--- config.mk ---
export PLATFORM = sky130hd
export DESIGN_NAME = kwdt_top
export DESIGN_NICKNAME = d
export VERILOG_FILES = /design/src/rtl/kwdt_pkg.sv /design/src/rtl/kwdt_sync_slot.sv /design/src/rtl/kwdt_prescaler.sv /design/src/rtl/kwdt_counter.sv /design/src/rtl/kwdt_regs.sv /design/src/rtl/kwdt_top.sv
export SDC_FILE = /design/constraint.sdc
export NUM_CORES = 1
export LEC_CHECK = 0
export ABC_AREA = 1
export BUFFER_PORTS_ARGS = -buffer_cell sky130_fd_sc_hd__clkbuf_2
export CAP_MARGIN = 30
export CORE_ASPECT_RATIO = 1.25
export CORE_MARGIN = 2
export CORE_UTILIZATION = 57
export CTS_CLUSTER_SIZE = 40
export DETAILED_ROUTE_END_ITERATION = 16
export GPL_TIMING_DRIVEN = 0
export PLACE_DENSITY_LB_ADDON = 0.2
export SYNTH_ARGS = -nofsm -noshare
export SYNTH_HDL_FRONTEND = slang
export SYNTH_SLANG_ARGS = --single-unit
--- constraint.sdc ---
create_clock -name clk -period 3.3 [get_ports clk]
set_input_delay 0.165 -clock clk [delete_from_list [all_inputs] [get_ports clk]]
set_output_delay 0.165 -clock clk [all_outputs]
set_load 0.02 [all_outputs]
--- src/rtl/kwdt_pkg.sv ---
package kwdt_pkg;

    // word select from address bits 3:2
    typedef enum logic [1:0] {
        SEL_KEY = 2'd0,
        SEL_PSC = 2'd1,
        SEL_RLD = 2'd2,
        SEL_STS = 2'd3
    } wreg_e;

    localparam int          KEY_W    = 16;
    localparam logic [15:0] KEY_ARM  = 16'hCCCC;
    localparam logic [15:0] KEY_FEED = 16'hAAAA;
    localparam logic [15:0] KEY_OPEN = 16'h5555;

endpackage

--- src/rtl/kwdt_sync_slot.sv ---
// Pending/active pair for one configuration value; the pending copy
// becomes active after SYNC_TICKS prescaled ticks.
module kwdt_sync_slot #(
    parameter int             W          = 12,
    parameter int             SYNC_TICKS = 5,
    parameter logic [W-1:0]   INIT       = '0
) (
    input  logic         clk,
    input  logic         rst_n,
    input  logic         wr_stb,
    input  logic [W-1:0] wr_val,
    input  logic         ptick,
    output logic [W-1:0] pend,
    output logic [W-1:0] act,
    output logic         busy
);

    localparam int             CW        = $clog2(SYNC_TICKS + 1);
    localparam logic [CW-1:0]  WAIT_INIT = CW'(SYNC_TICKS);
    localparam logic [CW-1:0]  WAIT_LAST = CW'(1);

    typedef struct packed {
        logic [W-1:0]  pend;
        logic [W-1:0]  act;
        logic [CW-1:0] wait_cnt;
    } slot_t;

    slot_t s_d, s_q;

    always_comb begin
        s_d = s_q;
        if (wr_stb) begin
            s_d.pend     = wr_val;
            s_d.wait_cnt = WAIT_INIT;
        end else if (ptick && (s_q.wait_cnt != '0)) begin
            s_d.wait_cnt = s_q.wait_cnt - 1'b1;
            if (s_q.wait_cnt == WAIT_LAST) begin
                s_d.act = s_q.pend;
            end
        end
    end

    always_ff @(posedge clk or negedge rst_n) begin
        if (!rst_n) begin
            s_q.pend     <= INIT;
            s_q.act      <= INIT;
            s_q.wait_cnt <= '0;
        end else begin
            s_q <= s_d;
        end
    end

    assign pend = s_q.pend;
    assign act  = s_q.act;
    assign busy = (s_q.wait_cnt != '0);

endmodule

--- src/rtl/kwdt_prescaler.sv ---
// Divides tick_en by 4 * 2^code, saturating at the largest ratio.
module kwdt_prescaler #(
    parameter int PSC_W = 3
) (
    input  logic             clk,
    input  logic             rst_n,
    input  logic             tick_en,
    input  logic [PSC_W-1:0] code,
    output logic             ptick
);

    localparam int                MAXC   = (1 << PSC_W) - 2;
    localparam int                PDIV_W = MAXC + 2;
    localparam logic [PSC_W-1:0]  MAXC_V = PSC_W'(MAXC);

    logic [PSC_W-1:0]  shamt;
    logic [PDIV_W-1:0] limit;
    logic [PDIV_W-1:0] cnt_d, cnt_q;
    logic              wrap;

    always_comb begin
        shamt = (code > MAXC_V) ? MAXC_V : code;
        // all ones shifted down gives ratio - 1
        limit = {PDIV_W{1'b1}} >> (MAXC_V - shamt);
        wrap  = (cnt_q >= limit);
        ptick = tick_en && wrap;
        cnt_d = cnt_q;
        if (tick_en) begin
            cnt_d = wrap ? '0 : cnt_q + 1'b1;
        end
    end

    always_ff @(posedge clk or negedge rst_n) begin
        if (!rst_n) begin
            cnt_q <= '0;
        end else begin
            cnt_q <= cnt_d;
        end
    end

endmodule

--- src/rtl/kwdt_counter.sv ---
// Armed down-counter with refresh and one-cycle expiry pulse.
module kwdt_counter #(
    parameter int CNT_W = 12
) (
    input  logic             clk,
    input  logic             rst_n,
    input  logic             arm_stb,
    input  logic             feed_stb,
    input  logic             ptick,
    input  logic [CNT_W-1:0] reload,
    output logic             running,
    output logic [CNT_W-1:0] count,
    output logic             expire
);

    localparam logic [CNT_W-1:0] ONE = CNT_W'(1);

    typedef struct packed {
        logic             run;
        logic [CNT_W-1:0] cnt;
        logic             fire;
    } ctr_t;

    ctr_t c_d, c_q;

    always_comb begin
        c_d      = c_q;
        c_d.fire = 1'b0;
        if (!c_q.run) begin
            if (arm_stb) begin
                c_d.run = 1'b1;
                c_d.cnt = reload;
            end
        end else if (feed_stb) begin
            c_d.cnt = reload;
        end else if (ptick) begin
            if (c_q.cnt <= ONE) begin
                c_d.cnt  = reload;
                c_d.fire = 1'b1;
            end else begin
                c_d.cnt = c_q.cnt - 1'b1;
            end
        end
    end

    always_ff @(posedge clk or negedge rst_n) begin
        if (!rst_n) begin
            c_q.run  <= 1'b0;
            c_q.cnt  <= '1;
            c_q.fire <= 1'b0;
        end else begin
            c_q <= c_d;
        end
    end

    assign running = c_q.run;
    assign count   = c_q.cnt;
    assign expire  = c_q.fire;

endmodule

--- src/rtl/kwdt_regs.sv ---
// Word decode, key commands, write lock and the two update slots.
module kwdt_regs
    import kwdt_pkg::*;
#(
    parameter int DATA_W     = 32,
    parameter int ADDR_W     = 4,
    parameter int CNT_W      = 12,
    parameter int PSC_W      = 3,
    parameter int SYNC_TICKS = 5
) (
    input  logic              clk,
    input  logic              rst_n,
    input  logic              bus_sel,
    input  logic              bus_wr,
    input  logic [ADDR_W-1:0] bus_addr,
    input  logic [DATA_W-1:0] bus_wdata,
    input  logic              ptick,
    output logic [DATA_W-1:0] bus_rdata,
    output logic [PSC_W-1:0]  psc_pend,
    output logic [PSC_W-1:0]  psc_act,
    output logic              psc_busy,
    output logic [CNT_W-1:0]  rld_pend,
    output logic [CNT_W-1:0]  rld_act,
    output logic              rld_busy,
    output logic              arm_stb,
    output logic              feed_stb,
    output logic              unlocked
);

    wreg_e             sel;
    logic              wr;
    logic              key_wr;
    logic [KEY_W-1:0]  key;
    logic              psc_stb;
    logic              rld_stb;
    logic              open_d, open_q;
    logic              unused_bits;

    always_comb begin
        sel      = wreg_e'(bus_addr[3:2]);
        wr       = bus_sel && bus_wr;
        key      = bus_wdata[KEY_W-1:0];
        key_wr   = wr && (sel == SEL_KEY);
        arm_stb  = key_wr && (key == KEY_ARM);
        feed_stb = key_wr && (key == KEY_FEED);
        psc_stb  = wr && (sel == SEL_PSC) && open_q;
        rld_stb  = wr && (sel == SEL_RLD) && open_q;
        open_d   = open_q;
        if (key_wr) begin
            open_d = (key == KEY_OPEN);
        end
    end

    always_ff @(posedge clk or negedge rst_n) begin
        if (!rst_n) begin
            open_q <= 1'b0;
        end else begin
            open_q <= open_d;
        end
    end

    assign unlocked    = open_q;
    assign unused_bits = ^{bus_addr, bus_wdata};

    kwdt_sync_slot #(
        .W          (PSC_W),
        .SYNC_TICKS (SYNC_TICKS),
        .INIT       ('0)
    ) i_psc_slot (
        .clk    (clk),
        .rst_n  (rst_n),
        .wr_stb (psc_stb),
        .wr_val (bus_wdata[PSC_W-1:0]),
        .ptick  (ptick),
        .pend   (psc_pend),
        .act    (psc_act),
        .busy   (psc_busy)
    );

    kwdt_sync_slot #(
        .W          (CNT_W),
        .SYNC_TICKS (SYNC_TICKS),
        .INIT       ('1)
    ) i_rld_slot (
        .clk    (clk),
        .rst_n  (rst_n),
        .wr_stb (rld_stb),
        .wr_val (bus_wdata[CNT_W-1:0]),
        .ptick  (ptick),
        .pend   (rld_pend),
        .act    (rld_act),
        .busy   (rld_busy)
    );

    always_comb begin
        bus_rdata = '0;
        case (sel)
            SEL_PSC: bus_rdata[PSC_W-1:0] = psc_pend;
            SEL_RLD: bus_rdata[CNT_W-1:0] = rld_pend;
            SEL_STS: bus_rdata[1:0]       = {rld_busy, psc_busy};
            default: bus_rdata            = '0;
        endcase
    end

endmodule

--- src/rtl/kwdt_top.sv ---
module kwdt_top #(
    parameter int DATA_W     = 32,
    parameter int ADDR_W     = 4,
    parameter int CNT_W      = 12,
    parameter int PSC_W      = 3,
    parameter int SYNC_TICKS = 5
) (
    input  logic              clk,
    input  logic              rst_n,
    input  logic              tick_en,
    input  logic              bus_sel,
    input  logic              bus_wr,
    input  logic [ADDR_W-1:0] bus_addr,
    input  logic [DATA_W-1:0] bus_wdata,
    output logic [DATA_W-1:0] bus_rdata,
    output logic              wdt_rst_req
);

    logic [PSC_W-1:0] psc_pend_w, psc_act_w;
    logic [CNT_W-1:0] rld_pend_w, rld_act_w;
    logic             psc_busy_w, rld_busy_w;
    logic             arm_w, feed_w, unlock_w;
    logic             ptick_w;
    logic             run_w;
    logic [CNT_W-1:0] cnt_w;

    kwdt_regs #(
        .DATA_W     (DATA_W),
        .ADDR_W     (ADDR_W),
        .CNT_W      (CNT_W),
        .PSC_W      (PSC_W),
        .SYNC_TICKS (SYNC_TICKS)
    ) i_regs (
        .clk       (clk),
        .rst_n     (rst_n),
        .bus_sel   (bus_sel),
        .bus_wr    (bus_wr),
        .bus_addr  (bus_addr),
        .bus_wdata (bus_wdata),
        .ptick     (ptick_w),
        .bus_rdata (bus_rdata),
        .psc_pend  (psc_pend_w),
        .psc_act   (psc_act_w),
        .psc_busy  (psc_busy_w),
        .rld_pend  (rld_pend_w),
        .rld_act   (rld_act_w),
        .rld_busy  (rld_busy_w),
        .arm_stb   (arm_w),
        .feed_stb  (feed_w),
        .unlocked  (unlock_w)
    );

    kwdt_prescaler #(
        .PSC_W (PSC_W)
    ) i_presc (
        .clk     (clk),
        .rst_n   (rst_n),
        .tick_en (tick_en),
        .code    (psc_act_w),
        .ptick   (ptick_w)
    );

    kwdt_counter #(
        .CNT_W (CNT_W)
    ) i_ctr (
        .clk      (clk),
        .rst_n    (rst_n),
        .arm_stb  (arm_w),
        .feed_stb (feed_w),
        .ptick    (ptick_w),
        .reload   (rld_act_w),
        .running  (run_w),
        .count    (cnt_w),
        .expire   (wdt_rst_req)
    );

endmodule

# == Word level (Yosys, flattened, before mapping) ==
# Index checks and enable logic that the tools add are counted.
# Widths: inputs -> output; s select.
# classes
addsub,5
mul,0
div,0
order_cmp,3
eq_ne,9
shifts,1
mux,18
bitwise,2
reduce_logical,20
# ops
operator,count
$mux 12,3
$eq 16x16->1 const B,2
$mux 13,2
$eq 16x15->1 const B,1
$mux 3,5
$le 12x1->1 const B,1
$sub 12x1->12 const B,1
$logic_and 1x1->1,11
$mux 9,1
$add 8x1->8 const B,1
$ge 8x8->1,1
$mux 8,1
$shr 8x3->8 const A,1
$eq 3x1->1 const B,2
$pmux 2 s3,1
$reduce_and 3->1,2
$reduce_bool 2->1,3
$reduce_bool 3->1,2
$sub 3x1->3 const B,2
$eq 2x2->1 const B,2
$mux 1,4
$gt 3x3->1 const B,1
$ne 3x3->1 const B,1
$sub 3x3->3 const A,1
5 further kinds,6
# totals
reg_bits,59
latch_bits,0
ramBits,0
romBits,0
input_bits,41
out_inout_bits,33
elab_cells,69
memories,0

# == Depth between registers and ports, before layout ==
# Gate-level depths: netlist of run 1.
# depth
depth_word,9
depth_mapped,18
ltp_nobuf,18

# == Modules after synthesis ==
# Synthesis of run 1 repeated with hierarchy kept, for this count alone.
# unflattened
hier_cells,598
hier_area_um2,4319.1
# modules_own_cells
module,n_inst,cells_per_inst,area_per_inst_um2,seq_area_each_um2
kwdt_sync_slot (i_regs.i_rld_slot),1,157,1373.8,705.7
kwdt_counter,1,175,1139.8,365.4
kwdt_prescaler,1,91,686.9,200.2
kwdt_regs,1,113,600.6,25.0
kwdt_sync_slot (i_regs.i_psc_slot),1,62,518.0,225.2

# == Least setup slack after synthesis of run 1 ==
# OpenSTA, ideal clock, no wires.
# synth_path
path_kind,register to register
startpoint,"reg, netlist name i_regs.i_psc_slot.act[2]"
endpoint,"reg, netlist name i_regs.i_rld_slot.act[11]"
setup_time_ps,76
arrival_ps,2392
t_required_ps,3224
slack_ps,832
stages_incl_launch_ff,16
path_buffers,1
period_less_slack_ps,2468
path_cell_list,dfrtp_1 -> nand2_1 -> nand2_1 -> inv_1 -> ha_1 -> xor2_1 -> nand2_1 -> ha_1 -> nand2_1 -> a21oi_1 -> nor2_2 -> a21oi_4 -> nand4_4 -> buf_6 -> nand2_1 -> o21ai_2
# synth_via
elab_chain_cells,8
# synth_lines
item,line,source
$gt 3x3->1,kwdt_prescaler.sv:22,shamt = (code > MAXC_V) ? MAXC_V : code;
$mux 3 (*),kwdt_prescaler.sv:22,
$sub 3x3->3 (*),kwdt_prescaler.sv:24,limit = {PDIV_W{1'b1}} >> (MAXC_V - shamt);
$shr 8x3->8 (*),kwdt_prescaler.sv:24,
$ge 8x8->1 (*),kwdt_prescaler.sv:25,wrap = (cnt_q >= limit);
$logic_and 1x1->1 (*),kwdt_prescaler.sv:26,ptick = tick_en && wrap;
$logic_and 1x1->1 (*),kwdt_sync_slot.sv:35,end else if (ptick && (s_q.wait_cnt != '0)) begin
$reduce_and 3->1 (no line) (*),n/a,
# Mark *: on every way between the ends. The rest lies on a longest branch, timed or not.
# A chain may end at the register's enable or synchronous reset.

# == Worst setup path in the final report of run 1 ==
# layout_path
startpoint,"reg, netlist name i_regs.i_psc_slot.act[2]"
endpoint,"reg, netlist name i_regs.i_rld_slot.act[4]"
# layout_via
elab_chain_cells,8
# layout_lines
item,line
$gt 3x3->1,kwdt_prescaler.sv:22
$mux 3 (*),kwdt_prescaler.sv:22
$sub 3x3->3 (*),kwdt_prescaler.sv:24
$shr 8x3->8 (*),kwdt_prescaler.sv:24
$ge 8x8->1 (*),kwdt_prescaler.sv:25
$logic_and 1x1->1 (*),kwdt_prescaler.sv:26
$logic_and 1x1->1 (*),kwdt_sync_slot.sv:35
$reduce_and 3->1 (no line) (*),n/a
# Marked as above.

==> flow_summary.toml, run 1 <==
[run_status]
outcome = "finished, final reports clean"

[die]
initial_core_util_pct = 58.68
die_area_mm2 = 0.007834
io_pins = 74
die_w_um = 79.57
fp.dieH_um = 98.46
rows = 34
core-area_mm2 = 0.006934

[detailed_routing]
drc_errors = 0
drtIter0Drc = 297
firstDrtPassIters = 4
vias = 3591
finalWirelength_mm = 8.576
routedWlPerCell_um = 11.91
postRouteAntennaNets = 0
routed_via_density = 4.988

[power_and_ir_drop]
power_mw = 2.637
p_per_area_mw_per_mm2 = 572.7
peakVddDrop_mv = 0.3586
p_leak_nw = 2.394

[sta]
max-slew-margin-rel_pct = 47.98
finalClockSkew_ns = 0.01093
finalCriticalPeriod_ns = 2.857
hold_viol = 0
finalCritPeriodShare_pct = 86.56
final_max_slew_viol_count = 0
setup_ws_ns = 0.4434
whs_ns = 0.09242
tns_ns = 0
setup_viol = 0
worstMarginPinSlew_ns = 0.7802
rsz0062_at_grt = "false"
fmax_ghz = 0.3501

[setup_path]
worstSetupPathType = "reg -> reg"
ff2ff_setup_slack_ns = 0.44
r2r_end = "i_regs.i_rld_slot.act[4]"
crit_buf_inv = 2
timing.rr.start = "i_regs.i_psc_slot.act[2]"
crit_top_cell = "nand2_1"
startpoint_type = "register"
slowest_delay_ns = 0.41
worstPathCellList = "nand2_1, nand2_1, inv_1, ha_1, xor2_1, nand2_1, ha_1, nand2_1, a21oi_1, nor2_2, a21oi_4, nand4_4, buf_6, nand2_1, o21ai_2"
r2r_cells = 15
worstPathRequired_ns = 3.57
critPathTopFamily = "simple AND/OR/NAND/NOR gates"
end_kind = "register"
arrival_ns = 3.12
crit_fanout = 10
critical-path-slowest-cell = "dfrtp_1"

[grt]
grt_antenna_before_repair = 0
grt_pass1_wl_mm = 15.04
grt-ovfl-total = 0
first_global_vias = 3478
grt_usage_pct = 24.04
grt_max_degree = 60

[synth]
synth_top_area_share_pct = 23.25
synth.avg_cell_area_um2 = 7.279
synthTopCellsByCount = "nand2_1, inv_1, nor2_1"
synth_seq_cells = 59
synth-async-reset-ratio_pct = 100.0
synth_cell_types = 39
yosys-top-cells-area = "dfstp_2, nand2_1, dfrtp_1, inv_1, ha_1"
synth_warnings = 0
synth_edf_count = 0
netlist_instances = 559
syn_area_mm2 = 0.004069
yosysTopAreaCell = "dfstp_2"
ys_seq_area_share_pct = 37.39
synth-main-ff-cell = "dfstp_2"
yosysMostFrequentCell = "nand2_1"

[place]
hpwl_mm = 6.699
dp_slack_ns = 0.4785
dp.cells = 703
portBuffers = 35
routabilityCongestion = 0.9091
postPlaceCellArea_mm2 = 0.004431

[clock_tree]
holdBufCountCts = 1
clk_latency_ns = 0.34
cts.clk_slew.worst_paths_ns = 0.07
postCtsSetupRepairBufs = 0
numCtsBuffers = 9
cts_tree = "yes"
post_cts_resized = 0
root_buffer = "clkbuf_8"
cts.sinks = 59
clockBufferDepth = 2
h-tree-depth = 3

[hold_path]
hold_depth = 3
hp-class = "in -> reg"
holdCritStartpoint = "bus_wdata[10]"
min_to = "i_regs.i_rld_slot.pend[10]"

[finish]
layout-drive-gt1-share_pct = 21.43
fin_cells = 720
synthToLayoutAreaGrowth_pct = 13.16
diodes = 0
final_nets = 690
fin_util_pct = 66.40
final_area_mm2 = 0.004604

[run]
drv_cap = 0
==> state kept, by name (all words and copies together), names as in the netlist <==
name / flops
i_regs.i_rld_slot.s_q: 3
i_regs.i_rld_slot.pend: 12
i_regs.i_rld_slot.act: 12
i_presc.cnt_q: 8
i_ctr.expire: 1
i_regs.i_psc_slot.s_q: 3
i_ctr.running: 1
i_ctr.count: 12
i_regs.i_psc_slot.pend: 3
i_regs.i_psc_slot.act: 3
i_regs.unlocked: 1
==> cells by family after synthesis <==
family / Yosys count / share of synthesized area (%)
other cells: 1 / 0.09216
compound gates: 57 / 9.072
simple gates: 289 / 30.90
fa+ha+maj: 24 / 7.380
flops: 59 / 37.39
buf+inv: 122 / 13.65
xor+xnor: 7 / 1.507
==> worst min-delay path: stages <==
cell and delay [ns]:
clkbuf_2 0.09, inv_1 0.07, o21ai_0 0.09
==> cell usage in the layout (no fill, tap or decap), types with 2 or more instances in the layout <==
cell type	n
ha_1	24
clkinv_2	3
clkbuf_2	34
inv_1	93
nand4_1	15
nand3_1	43
xor2_1	4
nor2_1	44
o21ai_2	13
buf_4	20
o31ai_1	2
dfstp_2	36
nor2_2	3
conb_1	20
buf_6	3
o21ai_1	4
dfrtp_1	23
nand2_1	167
a21boi_0	2
xnor2_1	3
clkbuf_8	10
o21ai_0	24
a21oi_1	6
nand2_2	2
nor3_1	6
clkbuf_1	8
==> worst max-delay path by stage <==
stage                                   from                   endpoint  slack (ns)  depth (start not counted)
floorplan           i_regs.i_psc_slot.act[2]  i_regs.i_rld_slot.act[11]        0.83                         15
global placement    i_regs.i_psc_slot.act[2]   i_regs.i_rld_slot.act[5]        0.56                         15
detailed placement  i_regs.i_psc_slot.act[2]   i_regs.i_rld_slot.act[4]        0.48                         15
CTS                 i_regs.i_psc_slot.act[2]   i_regs.i_rld_slot.act[4]        0.45                         15
global route        i_regs.i_psc_slot.act[2]   i_regs.i_psc_slot.act[0]        0.10                         16
finish              i_regs.i_psc_slot.act[2]   i_regs.i_rld_slot.act[4]        0.44                         15
==> area by class of cell <==
cell class | instances | area (µm²)
Buffer | 28 | 202.7
Fill cell | 622 | 2330
Tap cell | 90 | 112.6
Timing Repair Buffer | 36 | 187.7
Multi-Input combinational cell | 397 | 2063
Sequential cell | 59 | 1521
Inverter | 94 | 352.8
Clock inverter | 3 | 15.01
Clock buffer | 13 | 148.9
==> metal layers <==
layer / GRT usage [%] / share of wire, %
met5: 0 / 0
met4: 8.886 / 1.2
met3: 3.388 / 4.7
met2: 42.15 / 52
met1: 29.78 / 42
==> where the power goes <==
group,internal (mW),total [mW],switching (mW)
Clock,0.290,0.569,0.279
Combinational,0.385,1.03,0.648
Sequential,0.907,1.03,0.128
Total,1.58,2.64,1.06
(Power assumes the default switching activity.)
==> run 2, diff against run 1 <==
- PLACE_DENSITY: default -> 0.8
- PLACE_DENSITY_LB_ADDON: 0.2 -> default
==> flow_summary.toml, run 2 (synthesis results as in run 1) <==
[grt]
grt_antenna_before_repair = 0
grt-ovfl-total = 0
top_usage_layer = "met2"
grt_max_degree = 60
grt_pass1_wl_mm = 15.20
use_met1_pct = 28.56
grt_usage_pct = 24.29
grt_use_met2_pct = 42.08
use_met3_pct = 5.220
first_global_vias = 3527

[detailed_routing]
firstDrtPassIters = 6
routedWlPerCell_um = 11.99
drtIter0Drc = 242
routed_via_density = 5.081
drc_errors = 0
vias = 3658
postRouteAntennaNets = 0
finalWirelength_mm = 8.634

[clock_tree]
cts.clk_slew.worst_paths_ns = 0.07
holdBufCountCts = 1
numCtsBuffers = 9
clockBufferDepth = 2
h-tree-depth = 3
clk_latency_ns = 0.34
post_cts_resized = 0
cts.sinks = 59
postCtsSetupRepairBufs = 0
cts_tree = "yes"
root_buffer = "clkbuf_8"

[setup_path]
startpoint = "i_regs.i_psc_slot.act[2]"
crit_fanout = 10
timing.rr.start = "i_regs.i_psc_slot.act[2]"
worstPathRequired_ns = 3.57
worstSetupPathType = "reg -> reg"
arrival_ns = 3.09
startpoint_type = "register"
end_kind = "register"

[sta]
worstMarginPinSlew_ns = 0.7720
rsz0062_at_grt = "false"
finalCritPeriodShare_pct = 85.42
fmax_ghz = 0.3547
final_max_slew_viol_count = 0
hold_viol = 0
max-slew-margin-rel_pct = 48.53
tns_ns = 0
setup_viol = 0
whs_ns = 0.08455
finalCriticalPeriod_ns = 2.819
setup_ws_ns = 0.4810
finalClockSkew_ns = 0.009636

[finish]
multi_input_area_mm2 = 0.002063
fillers = 617
seqCellArea_mm2 = 0.001521
final_nets = 690
final_common_cell = "nand2_1"
diodes = 0
synthToLayoutAreaGrowth_pct = 14.70
layout_common_cells = "nand2_1, inv_1, nor2_1"
layout-drive-gt1-share_pct = 21.90

[die]
rows = 34
initial_core_util_pct = 58.68
fp.dieH_um = 98.46
io_pins = 74
die_w_um = 79.57
core-area_mm2 = 0.006934
die_area_mm2 = 0.007834

[place]
routabilityCongestion = 0.9339
dp_slack_ns = 0.4697
portBuffers = 35
hpwl_mm = 6.749

[power_and_ir_drop]
peakVddDrop_mv = 0.3803
p_leak_nw = 2.415
p_per_area_mw_per_mm2 = 601.1

[hold_path]
hp-class = "in -> reg"
holdCritStartpoint = "bus_wdata[9]"

[run_status]
outcome = "finished, final reports clean"

[run]
drv_cap = 0
run 2: cell types whose count changed in the layout (fill, tap and decap cells not counted), sizes merged:
cell,previous run,this run
clkbuf,53,50
bufinv,0,2
clkinvlp,0,2
clkinv,3,2
run 2: final timing paths:
kind,endpoint,slack (ns),cells past startpoint
max,i_regs.i_rld_slot.act[7],0.48,14
min,i_regs.i_rld_slot.pend[9],0.08,3
max reg2reg,i_regs.i_rld_slot.act[7],0.48,14
min reg2reg,i_regs.i_rld_slot.act[10],0.48,2
max in group asynchronous,i_regs.unlocked,2.34,2
min in group asynchronous,i_regs.i_psc_slot.pend[2],0.46,2
run 2: report_power, final:
part	switching, mW	internal (mW)	leakage, nW
Sequential	0.131	0.907	0.670
Combinational	0.640	0.383	1.64
Clock	0.299	0.445	0.108
run 2: area by class of cell:
class | instances | area share (%)
Multi-Input combinational cell | 397 | 44.21
Inverter | 94 | 7.560
Timing Repair Buffer | 36 | 4.021
Sequential cell | 59 | 32.60
Tap cell | 90 | 2.413
Clock buffer | 10 | 2.949
Buffer | 28 | 4.343
Clock inverter | 6 | 1.903
run 2: through the flow:
stage	instances	total power, mW	instance area, µm²	util (%)
3_5_place_dp	703	2.064	4431	63.89
2_1_floorplan	578	1.821	4140	-
5_1_grt	720	3.037	4667	67.30
3_3_place_gp	703	2.016	4428	63.86
6_report	720	2.805	4667	67.30
4_1_cts	720	2.814	4667	67.30
run 2: per-layer routing:
layer  part of all wire [%]  routed length (µm)
met4                    2.4                 204
met5                      0                   0
met2                     51                4442
met3                    4.7                 408
met1                     41                3579
run 2: critical path: stages (launching register included):
cell	delay, ns
dfrtp_1	0.41
nand2_1	0.07
nand2_1	0.07
inv_1	0.08
ha_1	0.16
xor2_1	0.38
nand2_1	0.11
ha_1	0.31
nand2_1	0.07
a21oi_1	0.15
nor2_2	0.08
a21oi_4	0.35
nand4_4	0.19
buf_6	0.21
o21ai_2	0.12
==> run 3, diff against run 2 <==
- CORE_UTILIZATION: 57 -> 55
- PLACE_DENSITY: 0.8 -> 0.78
==> flow_summary.toml, run 3 (synthesis results as in run 1) <==
[run_status]
outcome = "finished, final reports clean"

[setup_path]
worstSetupPathType = "reg -> reg"
critical-path-slowest-cell = "dfrtp_1"
end_kind = "register"
startpoint_type = "register"
worstPathRequired_ns = 3.56
r2r_cells = 15
crit_fanout = 10
crit_top_cell = "nand2_1"
ff2ff_setup_slack_ns = 0.41
slowest_delay_ns = 0.40
worstPathCellList = "nand2_1, nand2_1, inv_1, ha_1, xor2_1, nand2_1, ha_1, nand2_1, nor2_1, nand2_1, a21oi_4, nand4_4, buf_6, nand2_1, o21ai_2"
r2r_end = "i_regs.i_rld_slot.act[9]"
arrival_ns = 3.15
critPathTopFamily = "simple AND/OR/NAND/NOR gates"
timing.rr.start = "i_regs.i_psc_slot.act[2]"
crit_buf_inv = 2

[die]
rows = 35
fp.dieH_um = 100.2
core-area_mm2 = 0.007269
io_pins = 74
die_w_um = 80.93
die_area_mm2 = 0.008106
initial_core_util_pct = 55.97

[sta]
finalCriticalPeriod_ns = 2.888
worstMarginPinSlew_ns = 0.7803
setup_viol = 0
whs_ns = 0.09278
finalClockSkew_ns = 0.008487
max-slew-margin-rel_pct = 47.98
hold_viol = 0
finalCritPeriodShare_pct = 87.51
fmax_ghz = 0.3463
tns_ns = 0
final_max_slew_viol_count = 0
rsz0062_at_grt = "false"

[detailed_routing]
routedWlPerCell_um = 12.12
finalWirelength_mm = 8.754
drtIter0Drc = 228
drc_errors = 0
postRouteAntennaNets = 0
vias = 3609
routed_via_density = 4.999
firstDrtPassIters = 5

[finish]
fin_cells = 722
fillers = 686
final_common_cell = "nand2_1"
synthToLayoutAreaGrowth_pct = 14.79
layout_common_cells = "nand2_1, inv_1, nor2_1"
final_nets = 690
layout-drive-gt1-share_pct = 21.75
diodes = 0

[clock_tree]
cts_tree = "yes"
cts.sinks = 59
root_buffer = "clkbuf_8"
h-tree-depth = 3
clockBufferDepth = 2
post_cts_resized = 0
clk_latency_ns = 0.34
numCtsBuffers = 9
cts.clk_slew.worst_paths_ns = 0.07

[place]
routabilityCongestion = 0.8892
portBuffers = 35
dp.cells = 705
hpwl_mm = 6.799

[power_and_ir_drop]
p_per_area_mw_per_mm2 = 605.5
clkPwrFrac_pct = 26.6
p_seq_share_pct = 36.5
p_leak_nw = 2.420
sw_frac_of_total_pct = 37.92
netSwitchingPower_mw = 1.072
intPower_mw = 1.756
peakVddDrop_mv = 0.3265
p_comb_share_pct = 36.9

[hold_path]
min_to = "i_regs.i_rld_slot.pend[10]"
hp-class = "in -> reg"
holdCritStartpoint = "bus_wdata[10]"
hold_depth = 3

[grt]
grt_antenna_before_repair = 0
top_usage_layer = "met2"
grt-ovfl-total = 0
use_met3_pct = 3.867
grt_usage_pct = 23.82
use_met1_pct = 27.38
first_global_vias = 3493
grt_pass1_wl_mm = 15.14
grt_use_met2_pct = 43.10
grt_max_degree = 60

[run]
drv_cap = 0
[run 3: power groups by stage]
stage               sequential, mW  clock (mW)  combinational [mW]
global route                  1.05       0.790                1.21
CTS                           1.03       0.765                1.04
global placement              1.04           0               0.994
finish                        1.03       0.752                1.04
floorplan                     1.00           0               0.816
detailed placement            1.04           0                1.03
[run 3: worst max-delay path by stage]
stage                                  start                   endpoint  slack [ns]  depth (start not counted)
finish              i_regs.i_psc_slot.act[2]   i_regs.i_rld_slot.act[9]        0.41                         15
global route        i_regs.i_psc_slot.act[2]             i_ctr.count[7]        0.12                         17
CTS                 i_regs.i_psc_slot.act[2]   i_regs.i_rld_slot.act[9]        0.39                         15
detailed placement  i_regs.i_psc_slot.act[2]   i_regs.i_rld_slot.act[8]        0.44                         15
global placement    i_regs.i_psc_slot.act[2]   i_regs.i_rld_slot.act[5]        0.57                         15
floorplan           i_regs.i_psc_slot.act[2]  i_regs.i_rld_slot.act[11]        0.83                         15
[run 3: metal layers]
layer  part of all wire, %  wire length [µm]
met3                   4.6               399
met2                    53              4599
met1                    41              3583
met4                   2.0               172
met5                     0                 0
[run 3: layout make-up]
type	count	area, µm²	share of cell area, %
clock buffers	12	155.1	3.322
well taps	92	115.1	2.464
inverters	94	352.8	7.554
repair buffers	36	187.7	4.018
clock inverters	4	72.57	1.554
flip-flops and latches	59	1521	32.57
multi-input cells	397	2063	44.17
plain buffers	28	202.7	4.340
[run 3: stage by stage]
step	util [%]	setup WS [ns]	instance area [µm²]	total power, mW
6_report	64.25	0.4122	4671	2.828
5_1_grt	64.25	0.1165	4671	3.056
4_1_cts	64.25	0.3912	4671	2.840
3_5_place_dp	60.98	0.4353	4433	2.075
3_3_place_gp	60.95	0.5662	4431	2.032
2_1_floorplan	-	0.8319	4140	1.821
[run 3: what timing repair did]
item,in CTS,in global routing
buffers inserted,0,0
hold buffers,1,0
hold endpoints to repair,23,0
[run 3: worst reg2reg max path: stages (launching register included)]
cell     delay [ns]
dfrtp_1        0.40
nand2_1        0.07
nand2_1        0.06
inv_1          0.08
ha_1           0.18
xor2_1         0.40
nand2_1        0.12
ha_1           0.32
nand2_1        0.07
nor2_1         0.11
nand2_1        0.13
a21oi_4        0.35
nand4_4        0.19
buf_6          0.19
nand2_1        0.09
o21ai_2        0.06
